File: src/rtl/adc_buf_pkg.sv
package adc_buf_pkg;

  localparam int REG_W  = 32;
  localparam int ADDR_W = 12;

  // global register addresses
  localparam logic [ADDR_W-1:0] GLB_CTRL_ADDR = 12'h004;
  localparam logic [ADDR_W-1:0] GLB_MASK_ADDR = 12'h00C;
  localparam logic [ADDR_W-1:0] GLB_STAT_ADDR = 12'h010;
  localparam int GEN_BIT = 17;   // controller enable
  localparam int SUM_LSB = 9;    // per-channel summary field

  // channel window
  localparam logic [ADDR_W-1:0] CH_BASE = 12'h800;
  localparam int CH_STRIDE_LOG2 = 5;
  localparam int SEL_W = CH_STRIDE_LOG2 - 2;

  // channel interrupt bit positions
  localparam int IRQ_W    = 3;
  localparam int IB_WMK   = 0;
  localparam int IB_FULL  = 1;
  localparam int IB_EMPTY = 2;

  localparam int FLD_W = 8;      // status count fields

  typedef enum logic [SEL_W-1:0] {
    CR_CTL   = 3'd0,
    CR_WMK   = 3'd1,
    CR_STAT  = 3'd2,
    CR_ISTAT = 3'd3,
    CR_IMASK = 3'd4,
    CR_DATA  = 3'd5
  } chan_reg_e;

  typedef struct packed {
    logic             wr;
    logic             rd;
    logic [SEL_W-1:0] sel;
    logic [REG_W-1:0] wdata;
  } chan_req_t;

endpackage

File: src/rtl/adc_buf_fifo.sv
module adc_buf_fifo #(
  parameter int DEPTH  = 16,
  parameter int DATA_W = 16,
  localparam int PTR_W = $clog2(DEPTH),
  localparam int CNT_W = $clog2(DEPTH + 1)
) (
  input  logic              clk,
  input  logic              rst_n,
  input  logic              push,
  input  logic              pop,
  input  logic [DATA_W-1:0] wdata,
  output logic [DATA_W-1:0] head,
  output logic [CNT_W-1:0]  count
);

  logic [DATA_W-1:0] mem [DEPTH];
  logic [PTR_W-1:0]  wr_ptr, wr_ptr_d;
  logic [PTR_W-1:0]  rd_ptr, rd_ptr_d;
  logic [CNT_W-1:0]  count_d;

  function automatic logic [PTR_W-1:0] ptr_inc(input logic [PTR_W-1:0] p);
    return (p == PTR_W'(DEPTH - 1)) ? '0 : p + PTR_W'(1);
  endfunction

  always_comb begin
    wr_ptr_d = push ? ptr_inc(wr_ptr) : wr_ptr;
    rd_ptr_d = pop  ? ptr_inc(rd_ptr) : rd_ptr;
    count_d  = count;
    if (push && !pop)      count_d = count + CNT_W'(1);
    else if (pop && !push) count_d = count - CNT_W'(1);
  end

  always_ff @(posedge clk or negedge rst_n) begin
    if (!rst_n) begin
      wr_ptr <= '0;
      rd_ptr <= '0;
      count  <= '0;
    end else begin
      wr_ptr <= wr_ptr_d;
      rd_ptr <= rd_ptr_d;
      count  <= count_d;
    end
  end

  // storage carries no reset
  always_ff @(posedge clk) begin
    if (push) mem[wr_ptr] <= wdata;
  end

  assign head = mem[rd_ptr];

  a_r6_no_overflow: assert property (@(posedge clk) disable iff (!rst_n)
    count <= CNT_W'(DEPTH));

  a_r4_no_underflow: assert property (@(posedge clk) disable iff (!rst_n)
    pop |-> count != '0);

endmodule

File: src/rtl/adc_buf_channel.sv
module adc_buf_channel
  import adc_buf_pkg::*;
#(
  parameter int DEPTH  = 16,
  parameter int DATA_W = 16,
  parameter int RND_W  = 6,
  parameter int WMK_W  = 6
) (
  input  logic              clk,
  input  logic              rst_n,
  input  logic              glb_en,
  input  chan_req_t         req,
  input  logic              smp_req,
  input  logic [DATA_W-1:0] smp_data,
  output logic [REG_W-1:0]  rdata,
  output logic              pend
);

  localparam int CNT_W = $clog2(DEPTH + 1);

  logic             en_q, mode_q, lost_q;
  logic [RND_W-1:0] rounds_q, taken_q, taken_d;
  logic [WMK_W-1:0] wm_q;
  logic [IRQ_W-1:0] istat_q, istat_d, imask_q, cond, clr;
  logic             lost_d;

  logic [DATA_W-1:0] head;
  logic [CNT_W-1:0]  fifo_cnt;
  logic wr_ctl, wr_wmk, wr_stat, wr_istat, wr_imask;
  logic pop, push, drop, elig, full, snap_open;
  logic unused_wdata;

  assign unused_wdata = ^req.wdata[REG_W-1:2*RND_W];

  assign wr_ctl   = req.wr && (req.sel == CR_CTL);
  assign wr_wmk   = req.wr && (req.sel == CR_WMK);
  assign wr_stat  = req.wr && (req.sel == CR_STAT);
  assign wr_istat = req.wr && (req.sel == CR_ISTAT);
  assign wr_imask = req.wr && (req.sel == CR_IMASK);

  // intake decision
  always_comb begin
    full      = (fifo_cnt == CNT_W'(DEPTH));
    pop       = req.rd && (req.sel == CR_DATA) && (fifo_cnt != '0);
    snap_open = mode_q || (taken_q < rounds_q);
    elig      = smp_req && glb_en && en_q && snap_open;
    push      = elig && (!full || pop);
    drop      = elig && full && !pop;
    taken_d   = taken_q;
    if (wr_ctl)                taken_d = '0;
    else if (elig && !mode_q)  taken_d = taken_q + RND_W'(1);
  end

  // interrupt and loss flags
  always_comb begin
    cond            = '0;
    cond[IB_WMK]    = int'(fifo_cnt) >= int'(wm_q);
    cond[IB_FULL]   = full;
    cond[IB_EMPTY]  = (fifo_cnt == '0);
    clr             = wr_istat ? req.wdata[IRQ_W-1:0] : '0;
    istat_d         = (istat_q & ~clr) | cond;
    lost_d          = (lost_q & ~(wr_stat && req.wdata[0])) | drop;
  end

  always_ff @(posedge clk or negedge rst_n) begin
    if (!rst_n) begin
      en_q     <= 1'b0;
      mode_q   <= 1'b0;
      rounds_q <= '0;
      wm_q     <= '0;
      imask_q  <= '0;
      istat_q  <= '0;
      lost_q   <= 1'b0;
      taken_q  <= '0;
    end else begin
      if (wr_ctl) begin
        en_q     <= req.wdata[0];
        mode_q   <= req.wdata[1];
        rounds_q <= req.wdata[2 +: RND_W];
      end
      if (wr_wmk)   wm_q    <= req.wdata[WMK_W-1:0];
      if (wr_imask) imask_q <= req.wdata[IRQ_W-1:0];
      istat_q <= istat_d;
      lost_q  <= lost_d;
      taken_q <= taken_d;
    end
  end

  adc_buf_fifo #(.DEPTH(DEPTH), .DATA_W(DATA_W)) u_fifo (
    .clk   (clk),
    .rst_n (rst_n),
    .push  (push),
    .pop   (pop),
    .wdata (smp_data),
    .head  (head),
    .count (fifo_cnt)
  );

  assign pend = |(istat_q & imask_q);

  always_comb begin
    rdata = '0;
    case (req.sel)
      CR_CTL:   rdata = REG_W'({rounds_q, mode_q, en_q});
      CR_WMK:   rdata = REG_W'(wm_q);
      CR_STAT:  rdata = REG_W'({FLD_W'(DEPTH), FLD_W'(fifo_cnt), lost_q});
      CR_ISTAT: rdata = REG_W'(istat_q);
      CR_IMASK: rdata = REG_W'(imask_q);
      CR_DATA:  rdata = (fifo_cnt != '0) ? REG_W'(head) : '0;
      default:  rdata = '0;
    endcase
  end

  a_r8_wmk_sets: assert property (@(posedge clk) disable iff (!rst_n)
    (int'(fifo_cnt) >= int'(wm_q)) |=> istat_q[IB_WMK]);

  a_r8_full_sets: assert property (@(posedge clk) disable iff (!rst_n)
    (fifo_cnt == CNT_W'(DEPTH)) |=> istat_q[IB_FULL]);

  a_r7_snap_closed: assert property (@(posedge clk) disable iff (!rst_n)
    (smp_req && !mode_q && (taken_q >= rounds_q)) |=> (fifo_cnt <= $past(fifo_cnt)));

endmodule

File: src/rtl/adc_sample_buffer.sv
module adc_sample_buffer
  import adc_buf_pkg::*;
#(
  parameter int NUM_CH = 8,
  parameter int DEPTH  = 16,
  parameter int DATA_W = 16,
  localparam int CH_IDX_W = $clog2(NUM_CH)
) (
  input  logic                clk,
  input  logic                rst_n,
  input  logic                reg_wr,
  input  logic                reg_rd,
  input  logic [ADDR_W-1:0]   reg_addr,
  input  logic [REG_W-1:0]    reg_wdata,
  output logic [REG_W-1:0]    reg_rdata,
  input  logic                smp_valid,
  input  logic [CH_IDX_W-1:0] smp_chan,
  input  logic [DATA_W-1:0]   smp_data,
  output logic                irq
);

  localparam logic [ADDR_W-1:0] CH_END =
    CH_BASE + ADDR_W'(NUM_CH * (1 << CH_STRIDE_LOG2));

  // reset: asynchronous assert, synchronous release
  logic rst_s1, rst_sync_n;
  always_ff @(posedge clk or negedge rst_n) begin
    if (!rst_n) begin
      rst_s1     <= 1'b0;
      rst_sync_n <= 1'b0;
    end else begin
      rst_s1     <= 1'b1;
      rst_sync_n <= rst_s1;
    end
  end

  logic                ch_hit;
  logic [CH_IDX_W-1:0] ch_sel;
  logic [SEL_W-1:0]    reg_sel;
  logic                unused_addr;
  logic [REG_W-1:0]    ch_rdata [NUM_CH];
  logic [NUM_CH-1:0]   ch_pend;

  logic              gen_q, gen_d;
  logic [NUM_CH-1:0] gmask_q, gmask_d, gstat_q, gstat_d, gclr;

  assign unused_addr = ^reg_addr[1:0];
  assign ch_hit  = (reg_addr >= CH_BASE) && (reg_addr < CH_END);
  assign ch_sel  = reg_addr[CH_STRIDE_LOG2 +: CH_IDX_W];
  assign reg_sel = reg_addr[CH_STRIDE_LOG2-1:2];

  for (genvar n = 0; n < NUM_CH; n++) begin : g_ch
    chan_req_t req_n;
    logic      hit_n;
    assign hit_n       = ch_hit && (ch_sel == CH_IDX_W'(n));
    assign req_n.wr    = reg_wr && hit_n;
    assign req_n.rd    = reg_rd && hit_n;
    assign req_n.sel   = reg_sel;
    assign req_n.wdata = reg_wdata;

    adc_buf_channel #(.DEPTH(DEPTH), .DATA_W(DATA_W)) u_ch (
      .clk      (clk),
      .rst_n    (rst_sync_n),
      .glb_en   (gen_q),
      .req      (req_n),
      .smp_req  (smp_valid && (smp_chan == CH_IDX_W'(n))),
      .smp_data (smp_data),
      .rdata    (ch_rdata[n]),
      .pend     (ch_pend[n])
    );

    a_r9_summary: assert property (@(posedge clk) disable iff (!rst_sync_n)
      ch_pend[n] |=> gstat_q[n]);
  end

  // global next state
  always_comb begin
    gen_d   = gen_q;
    gmask_d = gmask_q;
    gclr    = '0;
    if (reg_wr && reg_addr == GLB_CTRL_ADDR) gen_d   = reg_wdata[GEN_BIT];
    if (reg_wr && reg_addr == GLB_MASK_ADDR) gmask_d = reg_wdata[SUM_LSB +: NUM_CH];
    if (reg_wr && reg_addr == GLB_STAT_ADDR) gclr    = reg_wdata[SUM_LSB +: NUM_CH];
    gstat_d = (gstat_q & ~gclr) | ch_pend;
  end

  always_ff @(posedge clk or negedge rst_sync_n) begin
    if (!rst_sync_n) begin
      gen_q   <= 1'b0;
      gmask_q <= '0;
      gstat_q <= '0;
    end else begin
      gen_q   <= gen_d;
      gmask_q <= gmask_d;
      gstat_q <= gstat_d;
    end
  end

  assign irq = |(gstat_q & gmask_q);

  always_comb begin
    reg_rdata = '0;
    if (ch_hit) begin
      reg_rdata = ch_rdata[ch_sel];
    end else begin
      case (reg_addr)
        GLB_CTRL_ADDR: reg_rdata = REG_W'(gen_q) << GEN_BIT;
        GLB_MASK_ADDR: reg_rdata = REG_W'(gmask_q) << SUM_LSB;
        GLB_STAT_ADDR: reg_rdata = REG_W'(gstat_q) << SUM_LSB;
        default:       reg_rdata = '0;
      endcase
    end
  end

endmodule

File: config.mk
export PLATFORM = sky130hd
export DESIGN_NAME = adc_sample_buffer
export DESIGN_NICKNAME = d
export VERILOG_FILES = /design/src/rtl/adc_buf_pkg.sv /design/src/rtl/adc_buf_fifo.sv /design/src/rtl/adc_buf_channel.sv /design/src/rtl/adc_sample_buffer.sv
export SDC_FILE = /design/constraint.sdc
export NUM_CORES = 2
export LEC_CHECK = 0
export CORE_MARGIN = 10
export CORE_UTILIZATION = 45
export CTS_BUF_LIST = sky130_fd_sc_hd__clkbuf_8
export DETAILED_ROUTE_END_ITERATION = 10
export GPL_ROUTABILITY_DRIVEN = 0
export PLACE_DENSITY_LB_ADDON = 0.3
export SYNTH_ARGS = -nofsm -noshare
export SYNTH_HDL_FRONTEND = slang
export SYNTH_SLANG_ARGS = --single-unit
File: constraint.sdc
create_clock -name clk -period 9.95 [get_ports clk]
set_clock_uncertainty 0.2 [all_clocks]
set_input_delay 1.4925 -clock clk [delete_from_list [all_inputs] [get_ports clk]]
set_output_delay 1.4925 -clock clk [all_outputs]
set_load 0.01 [all_outputs]
---- Yosys cells after proc, flatten, opt, wreduce, memory -nomap -nowiden ----
Memories as Yosys holds them, arrays and structs flattened.
Cells that the tools add are included.
operators by class
  mux-type cells .......................... 94
  eq/ne operators ......................... 46
  bitwise logic cells ..................... 61
  add/sub/neg operators ................... 40
  reduce and logical (&&, ||, !) cells .... 264
  magnitude comparators ................... 19
operators with widths
  cell                                               number
  case mux 32 bit (6 select lines)                   8
  logical AND 1 bit                                  172
  2-to-1 mux 16 bit                                  8
  binary-select mux 32 bit (select 3 bit)            1
  2-to-1 mux 32 bit                                  3
  2-to-1 mux 6 bit                                   16
  2-to-1 mux 5 bit                                   16
  adder 4 x 1 -> 4 bit (second input constant)       16
  equality test 4 bit (second input constant)        16
  2-to-1 mux 4 bit                                   16
  case mux 18 bit (3 select lines)                   1
  adder 6 x 1 -> 6 bit (second input constant)       8
  bitwise AND 3 bit                                  16
  greater-or-equal comparator 5 x 6 -> 1 bit         8
  < comparator 6 bit                                 8
  adder 5 x 1 -> 5 bit (second input constant)       8
  equality test 5 bit (second input constant)        8
  logical NOT 5 bit                                  8
  nonzero test 5 bit                                 8
  subtractor 5 x 1 -> 5 bit (second input constant)  8
  logical NOT 1 bit                                  32
  nonzero test 2 bit                                 16
  equality test 3 bit (second input constant)        10
  2-to-1 mux 3 bit                                   8
  23 further kinds                                   105
word-level totals
  output and inout bits ................... 33
  logic and storage cells ................. 625
  memories kept ........................... 8
  bits in registers ....................... 339
  bits in writable memories ............... 2048
  input port bits ......................... 68
memory list
  memory                   words  width  read ports  clocked after memory_dff  wr ports  RTL line            RTL
  g_ch[0].u_ch.u_fifo.mem  16     16     1           0                         1         adc_buf_fifo.sv:16  logic [DATA_W-1:0] mem [DEPTH];
  g_ch[1].u_ch.u_fifo.mem  16     16     1           0                         1         adc_buf_fifo.sv:16
  g_ch[2].u_ch.u_fifo.mem  16     16     1           0                         1         adc_buf_fifo.sv:16
  g_ch[3].u_ch.u_fifo.mem  16     16     1           0                         1         adc_buf_fifo.sv:16
  g_ch[4].u_ch.u_fifo.mem  16     16     1           0                         1         adc_buf_fifo.sv:16
  g_ch[5].u_ch.u_fifo.mem  16     16     1           0                         1         adc_buf_fifo.sv:16
  +2 memories              -      -      -           -                         -         -

---- Longest topological paths before layout ----
  depth after elaboration ................. 12
  gate-level depth with buffers ........... 17
  gate-level depth less buffers ........... 15

---- Modules after synthesis ----
From an unflattened synthesis, not the netlist that was laid out.
second synthesis, totals
  cell total of the unflattened synthesis .. 6403
  area, all modules ....................... 103924.7 um^2
modules (own cells, without submodules)
  module                                  area each (um^2)  instances  cells an instance  seq. area each (um^2)
  adc_buf_fifo (g_ch[1].u_ch.u_fifo ...)  10724.0           6          567                8012.7
  adc_buf_channel                         1896.8            8          204                675.6
  adc_buf_fifo (g_ch[0].u_ch.u_fifo)      10716.5           1          566                8012.7
  adc_buf_fifo (g_ch[7].u_ch.u_fifo)      10701.5           1          563                8012.7
  adc_sample_buffer                       2987.9            1          240                475.5

---- Worst setup path after synthesis ----
No wires, ideal clock.
  path type ............................... input to register
  from .................................... in reg_addr[10]
  to ...................................... mem g_ch[6].u_ch.u_fifo.mem[1][0] (enable)
  data arrival time ....................... 4621 ps
  stages .................................. 9
  library setup time ...................... 431 ps
  setup slack ............................. 4698 ps
  required time ........................... 9319 ps
  path through ............................ or4b_1 > buf_2 > nor2_4 > and3_1 > buf_2 > a21o_1 > nor2b_1 > and2_1 > nor4bb_1
between the ends
  cells in the longest elaborated chain, start to end .. 10
  elaborated cells on any way between the ends .. 11
ends and longest elaborated chain
  item                                                                       RTL line                 RTL
  start: declaration                                                         adc_sample_buffer.sv:13  input logic [ADDR_W-1:0] reg_addr,
  greater-or-equal comparator 12 bit or < comparator 12 bit (tied branches)  adc_sample_buffer.sv:48  assign ch_hit = (reg_addr >= CH_BASE) && (reg_addr < CH_END);
  logical AND 1 bit (*)                                                      adc_sample_buffer.sv:48
  logical AND 1 bit (*)                                                      adc_sample_buffer.sv:55  assign hit_n = ch_hit && (ch_sel == CH_IDX_W'(n));
  logical AND 1 bit (*)                                                      adc_sample_buffer.sv:57  assign req_n.rd = reg_rd && hit_n;
  logical AND 1 bit (*) (2 in a row)                                         adc_buf_channel.sv:44    pop = req.rd && (req.sel == CR_DATA) && (fifo_cnt != '0);
  logical OR 1 bit (*)                                                       adc_buf_channel.sv:47    push = elig && (!full || pop);
  logical AND 1 bit (*)                                                      adc_buf_channel.sv:47
  2-to-1 mux 1 bit (*)                                                       adc_buf_fifo.sv:47       if (push) mem[wr_ptr] <= wdata;
  2-to-1 mux 1 bit (implied by the code) (*)                                 adc_buf_fifo.sv:47
  end: declaration                                                           adc_buf_fifo.sv:16
Mark *: on every way between the ends. The rest lies on a longest branch, timed or not.

---- Worst setup path after layout ----
  from .................................... in reg_addr[4]
  to ...................................... out reg_rdata[3]
between the ends
  cells in the longest elaborated chain, start to end .. 6
  elaborated cells on any way between the ends .. 21
ends and longest elaborated chain
  item                                                  RTL line                  RTL
  equality test 3 bit (tied with other cells)           adc_buf_channel.sv:103    case (req.sel)
  case mux 32 bit (6 select lines)                      adc_buf_channel.sv:103
  binary-select mux 32 bit (select 3 bit)               adc_sample_buffer.sv:104  reg_rdata = ch_rdata[ch_sel];
  2-to-1 mux 32 bit (implied by the code) (2 in a row)  adc_sample_buffer.sv:104
  2-to-1 mux 32 bit (*)                                 adc_sample_buffer.sv:103  if (ch_hit) begin
  end: declaration                                      adc_sample_buffer.sv:15   output logic [REG_W-1:0] reg_rdata,
Mark *: on every way between the ends. The rest lies on a longest branch, timed or not. The select of a mux whose other input is x is not followed.

==> impl_metrics.xml <==
<?xml version="1.0" encoding="UTF-8"?>
<metrics>
  <group name="placed_design">
    <metric name="dp_hpwl" unit="mm">165</metric>
    <metric name="numPortBuffers" unit="">71</metric>
    <metric name="placedInstanceArea" unit="um2">104000</metric>
  </group>
  <group name="detailed_routing">
    <metric name="routed-via-count" unit="">54600</metric>
    <metric name="detail_route.drc_violations" unit="">0</metric>
    <metric name="detailroute.wirelength.met2" unit="mm">122</metric>
    <metric name="wirelength_met1" unit="mm">107</metric>
    <metric name="detail_route.vias_per_cell" unit="">5.97</metric>
    <metric name="route.top_layer_used" unit="">met5</metric>
    <metric name="drt-total-wl" unit="mm">262</metric>
    <metric name="route.antenna.remaining_nets" unit="">0</metric>
    <metric name="detail_route.iter0.violations" unit="">6205</metric>
    <metric name="number_of_optimization_iterations_in_the_first_detailed_route_pass" unit="">6</metric>
    <metric name="dr_wl_met3" unit="mm">22.4</metric>
    <metric name="post_detailed_route_wirelength_per_cell" unit="um">28.7</metric>
  </group>
  <group name="synthesis">
    <metric name="post_synth_num_cell_types" unit="">76</metric>
    <metric name="synth.ff_latch_count" unit="">2387</metric>
    <metric name="seq_area_frac_synth" unit="%">70.5</metric>
    <metric name="yosysWarningCount" unit="">0</metric>
    <metric name="ys_async_sr_fraction" unit="%">14.2</metric>
    <metric name="netlist_instances" unit="">5613</metric>
    <metric name="mappedNetlistArea" unit="um2">99300</metric>
    <metric name="synth_top_cell_by_area" unit="">edfxtp_1</metric>
    <metric name="avgSynthCellArea" unit="um2">17.7</metric>
    <metric name="netlist.area_leader.share" unit="%">61.9</metric>
    <metric name="synth_top_area_cells" unit="">edfxtp_1 62%, mux4_2 12%, dfrtp_1 8.5%</metric>
    <metric name="synth_enable_flop_cells" unit="">2048</metric>
    <metric name="dominant_synthesized_flop_cell" unit="">edfxtp_1</metric>
  </group>
  <group name="clock_tree">
    <metric name="path_clk_slew" unit="ps">60</metric>
    <metric name="cts_hold_buf" unit="">0</metric>
    <metric name="tritoncts.num_buffers" unit="">401</metric>
    <metric name="cts-htree-levels" unit="">5</metric>
    <metric name="cts_max_path_buffers" unit="">4</metric>
    <metric name="worstSkewPairLatency" unit="ps">1080</metric>
    <metric name="clkSinkCount" unit="">2387</metric>
    <metric name="cts.root.buffer_cell" unit="">clkbuf_8</metric>
    <metric name="post_cts.repair.setup_buffers" unit="">0</metric>
    <metric name="cts_tree" unit="">yes</metric>
    <metric name="post_cts.resized_instances" unit="">0</metric>
  </group>
  <group name="power">
    <metric name="p_leak" unit="nW">37.8</metric>
    <metric name="ir_worst_vdd" unit="uV">130</metric>
    <metric name="power_density_over_the_cells" unit="nW/um2">175</metric>
  </group>
  <group name="worst_setup_path">
    <metric name="worst_ep_required_time" unit="ps">8260</metric>
    <metric name="setup.worst_path.start_class" unit="">primary input</metric>
    <metric name="crit_arrival" unit="ps">6650</metric>
    <metric name="critPathCaptureType" unit="">output pin</metric>
    <metric name="path_class" unit="">primary input to output pin</metric>
    <metric name="worstPathMaxFanout" unit="">15</metric>
  </group>
  <group name="cells_and_area">
    <metric name="layout_commonest_cell" unit="">edfxtp_1</metric>
    <metric name="design.final.nets" unit="">6188</metric>
    <metric name="flow.area_growth_from_synthesis" unit="%">11.7</metric>
    <metric name="post_route_cells_drive_above_1_share" unit="%">22.2</metric>
    <metric name="stdcell_area" unit="um2">111000</metric>
    <metric name="mostFrequentLayoutCells" unit="">2048 x edfxtp_1, 534 x mux4_2, 421 x clkbuf_8, 324 x nand2_1, 322 x dfrtp_1</metric>
  </group>
  <group name="outcome">
    <metric name="violations" unit="">capacitance limit</metric>
    <metric name="status" unit="">complete, but fails checks</metric>
  </group>
  <group name="grt">
    <metric name="antenna_found_initial" unit="">21</metric>
    <metric name="globalRouteTotalUtil" unit="%">21.7</metric>
    <metric name="pin_count_of_the_biggest_net_entering_global_routing" unit="">158</metric>
    <metric name="wire_length_of_the_first_global_routing_pass" unit="mm">383</metric>
    <metric name="via_count_of_the_first_global_routing_pass" unit="">54900</metric>
    <metric name="globalRouteOverflowTotal" unit="">0</metric>
  </group>
  <group name="sta">
    <metric name="final_hold_viol_count" unit="">0</metric>
    <metric name="timing_worst_slew_pin_value" unit="ps">1480</metric>
    <metric name="achievable-frequency" unit="MHz">120</metric>
    <metric name="period_needed" unit="ps">8340</metric>
    <metric name="final.setup.tns" unit="ps">0</metric>
    <metric name="rsz0062_at_grt" unit="">false</metric>
    <metric name="post-route-period-util" unit="%">83.8</metric>
    <metric name="worst_slew_margin_rel" unit="%">0.311</metric>
    <metric name="timing_max_transition_violations_final" unit="">0</metric>
    <metric name="setup_viol" unit="">0</metric>
  </group>
  <group name="die">
    <metric name="core-area" unit="um2">220000</metric>
    <metric name="dieHeight" unit="um">490</metric>
    <metric name="boundaryPins" unit="">101</metric>
    <metric name="die_area" unit="um2">240000</metric>
    <metric name="initial_core_util" unit="%">45.2</metric>
    <metric name="num_rows" unit="">172</metric>
    <metric name="die_w" unit="um">490</metric>
  </group>
  <group name="run">
    <metric name="max_cap_viol_count" unit="">1</metric>
  </group>
  <group name="min_path">
    <metric name="min-delay-path-class" unit="">flop to async pin</metric>
  </group>
</metrics>
==> synth_stat cells, types with 23 or more instances <==
cell type,number
mux2_2,138
nor2_1,181
nand2_1,324
a211oi_1,38
mux4_2,534
inv_1,149
a31oi_1,28
nor2b_1,58
o22ai_1,31
dfrtp_1,339
xor2_1,26
nand2b_1,51
a21o_1,60
nor4_1,24
mux2i_1,139
nor3_1,43
a21oi_1,156
nand3_1,77
nand4_1,29
clkbuf_1,159
buf_1,26
o21ai_0,229
and3_1,89
and2_1,23
ha_1,160
edfxtp_1,2048
xnor2_1,48
a22oi_1,42
buf_4,42
buf_2,73
==> kinds of logic (layout without fill, tap and decap cells) <==
family,after synthesis,in the layout,share of synthesized area (%)
AO/OA/AOI/OAI,758,758,4.89
XOR/XNOR,74,74,0.653
adder cells (fa/ha/maj),168,168,2.18
buffers and inverters,452,1078,1.97
flip-flops,2387,2387,70.5
multiplexers,811,811,15.1
other,2,26,0.00756
AND/OR/NAND/NOR,961,961,4.72
==> power breakdown <==
part	switching [W]	internal, W
clock	0.00384	0.00420
combinational	0.000323	0.0000752
sequential	0.0000222	0.0109
==> layer usage <==
metal  vias to the layer above  global-route usage (%)
met4                         2                    8.59
met3                       562                    5.05
met2                      2579                    33.7
li1                      23100                       -
met5                         -                       0
met1                     28300                    29.9
==> path summary, 6_finish.rpt <==
kind                                           from                              to  slack (ps)  cells after the start
max                                     reg_addr[4]                    reg_rdata[3]        1610                     10
min                                      rst_sync_n            g_ch[2].u_ch.wm_q[3]          50                      0
max reg2reg                g_ch[4].u_ch.rounds_q[1]  g_ch[4].u_ch.u_fifo.mem[10][7]        5330                     10
min reg2reg                              rst_sync_n            g_ch[2].u_ch.wm_q[3]          50                      0
max in group asynchronous                rst_sync_n   g_ch[1].u_ch.u_fifo.rd_ptr[0]        7490                      2
min in group clk                             rst_s1                      rst_sync_n         160                      0
==> per-stage QoR <==
step,power [W],setup slack [ps],cells,utilization (%),hold slack (ps)
after floorplan,0.0112,4210,5626,-,131
after global placement,0.0115,2000,8418,47.2,96.8
after detailed placement,0.0115,1990,8418,47.2,105
after CTS,0.0195,1970,9121,50.5,50.5
after global routing,0.0200,1830,9128,50.5,73.4
final,0.0193,1610,9134,50.5,52.9
==> state kept, by name, summed over array words and instances (netlist names), 8 cells and up <==
name / flops
g_ch.u_ch.en_q: 8
g_ch.u_ch.imask_q: 24
g_ch.u_ch.istat_q: 24
g_ch.u_ch.lost_q: 8
g_ch.u_ch.mode_q: 8
g_ch.u_ch.rounds_q: 48
g_ch.u_ch.taken_q: 48
g_ch.u_ch.u_fifo.count: 40
g_ch.u_ch.u_fifo.mem: 2048
g_ch.u_ch.u_fifo.rd_ptr: 32
g_ch.u_ch.u_fifo.wr_ptr: 32
g_ch.u_ch.wm_q: 48
gmask_q: 8
gstat_q: 8
==> layout make-up <==
type	instances	area [um2]
antenna	11	27.5
clock buffer	421	5790
clock inverter	282	1470
fill	17800	109000
inverter	150	563
multi-input combinational	2787	27600
sequential	2387	70000
tap	2871	3590
timing repair buffer	225	1810
==> critical path, stage by stage <==
cell and delay, ps:
clkdlybuf4s50_1 980, buf_4 380, and3_2 430, nand3_1 470, a211oi_1 790, a21oi_1 110, nand3_1 160, o21ai_0 370
a31oi_1 750, clkdlybuf4s50_1 680
(Power assumes the default switching activity.)
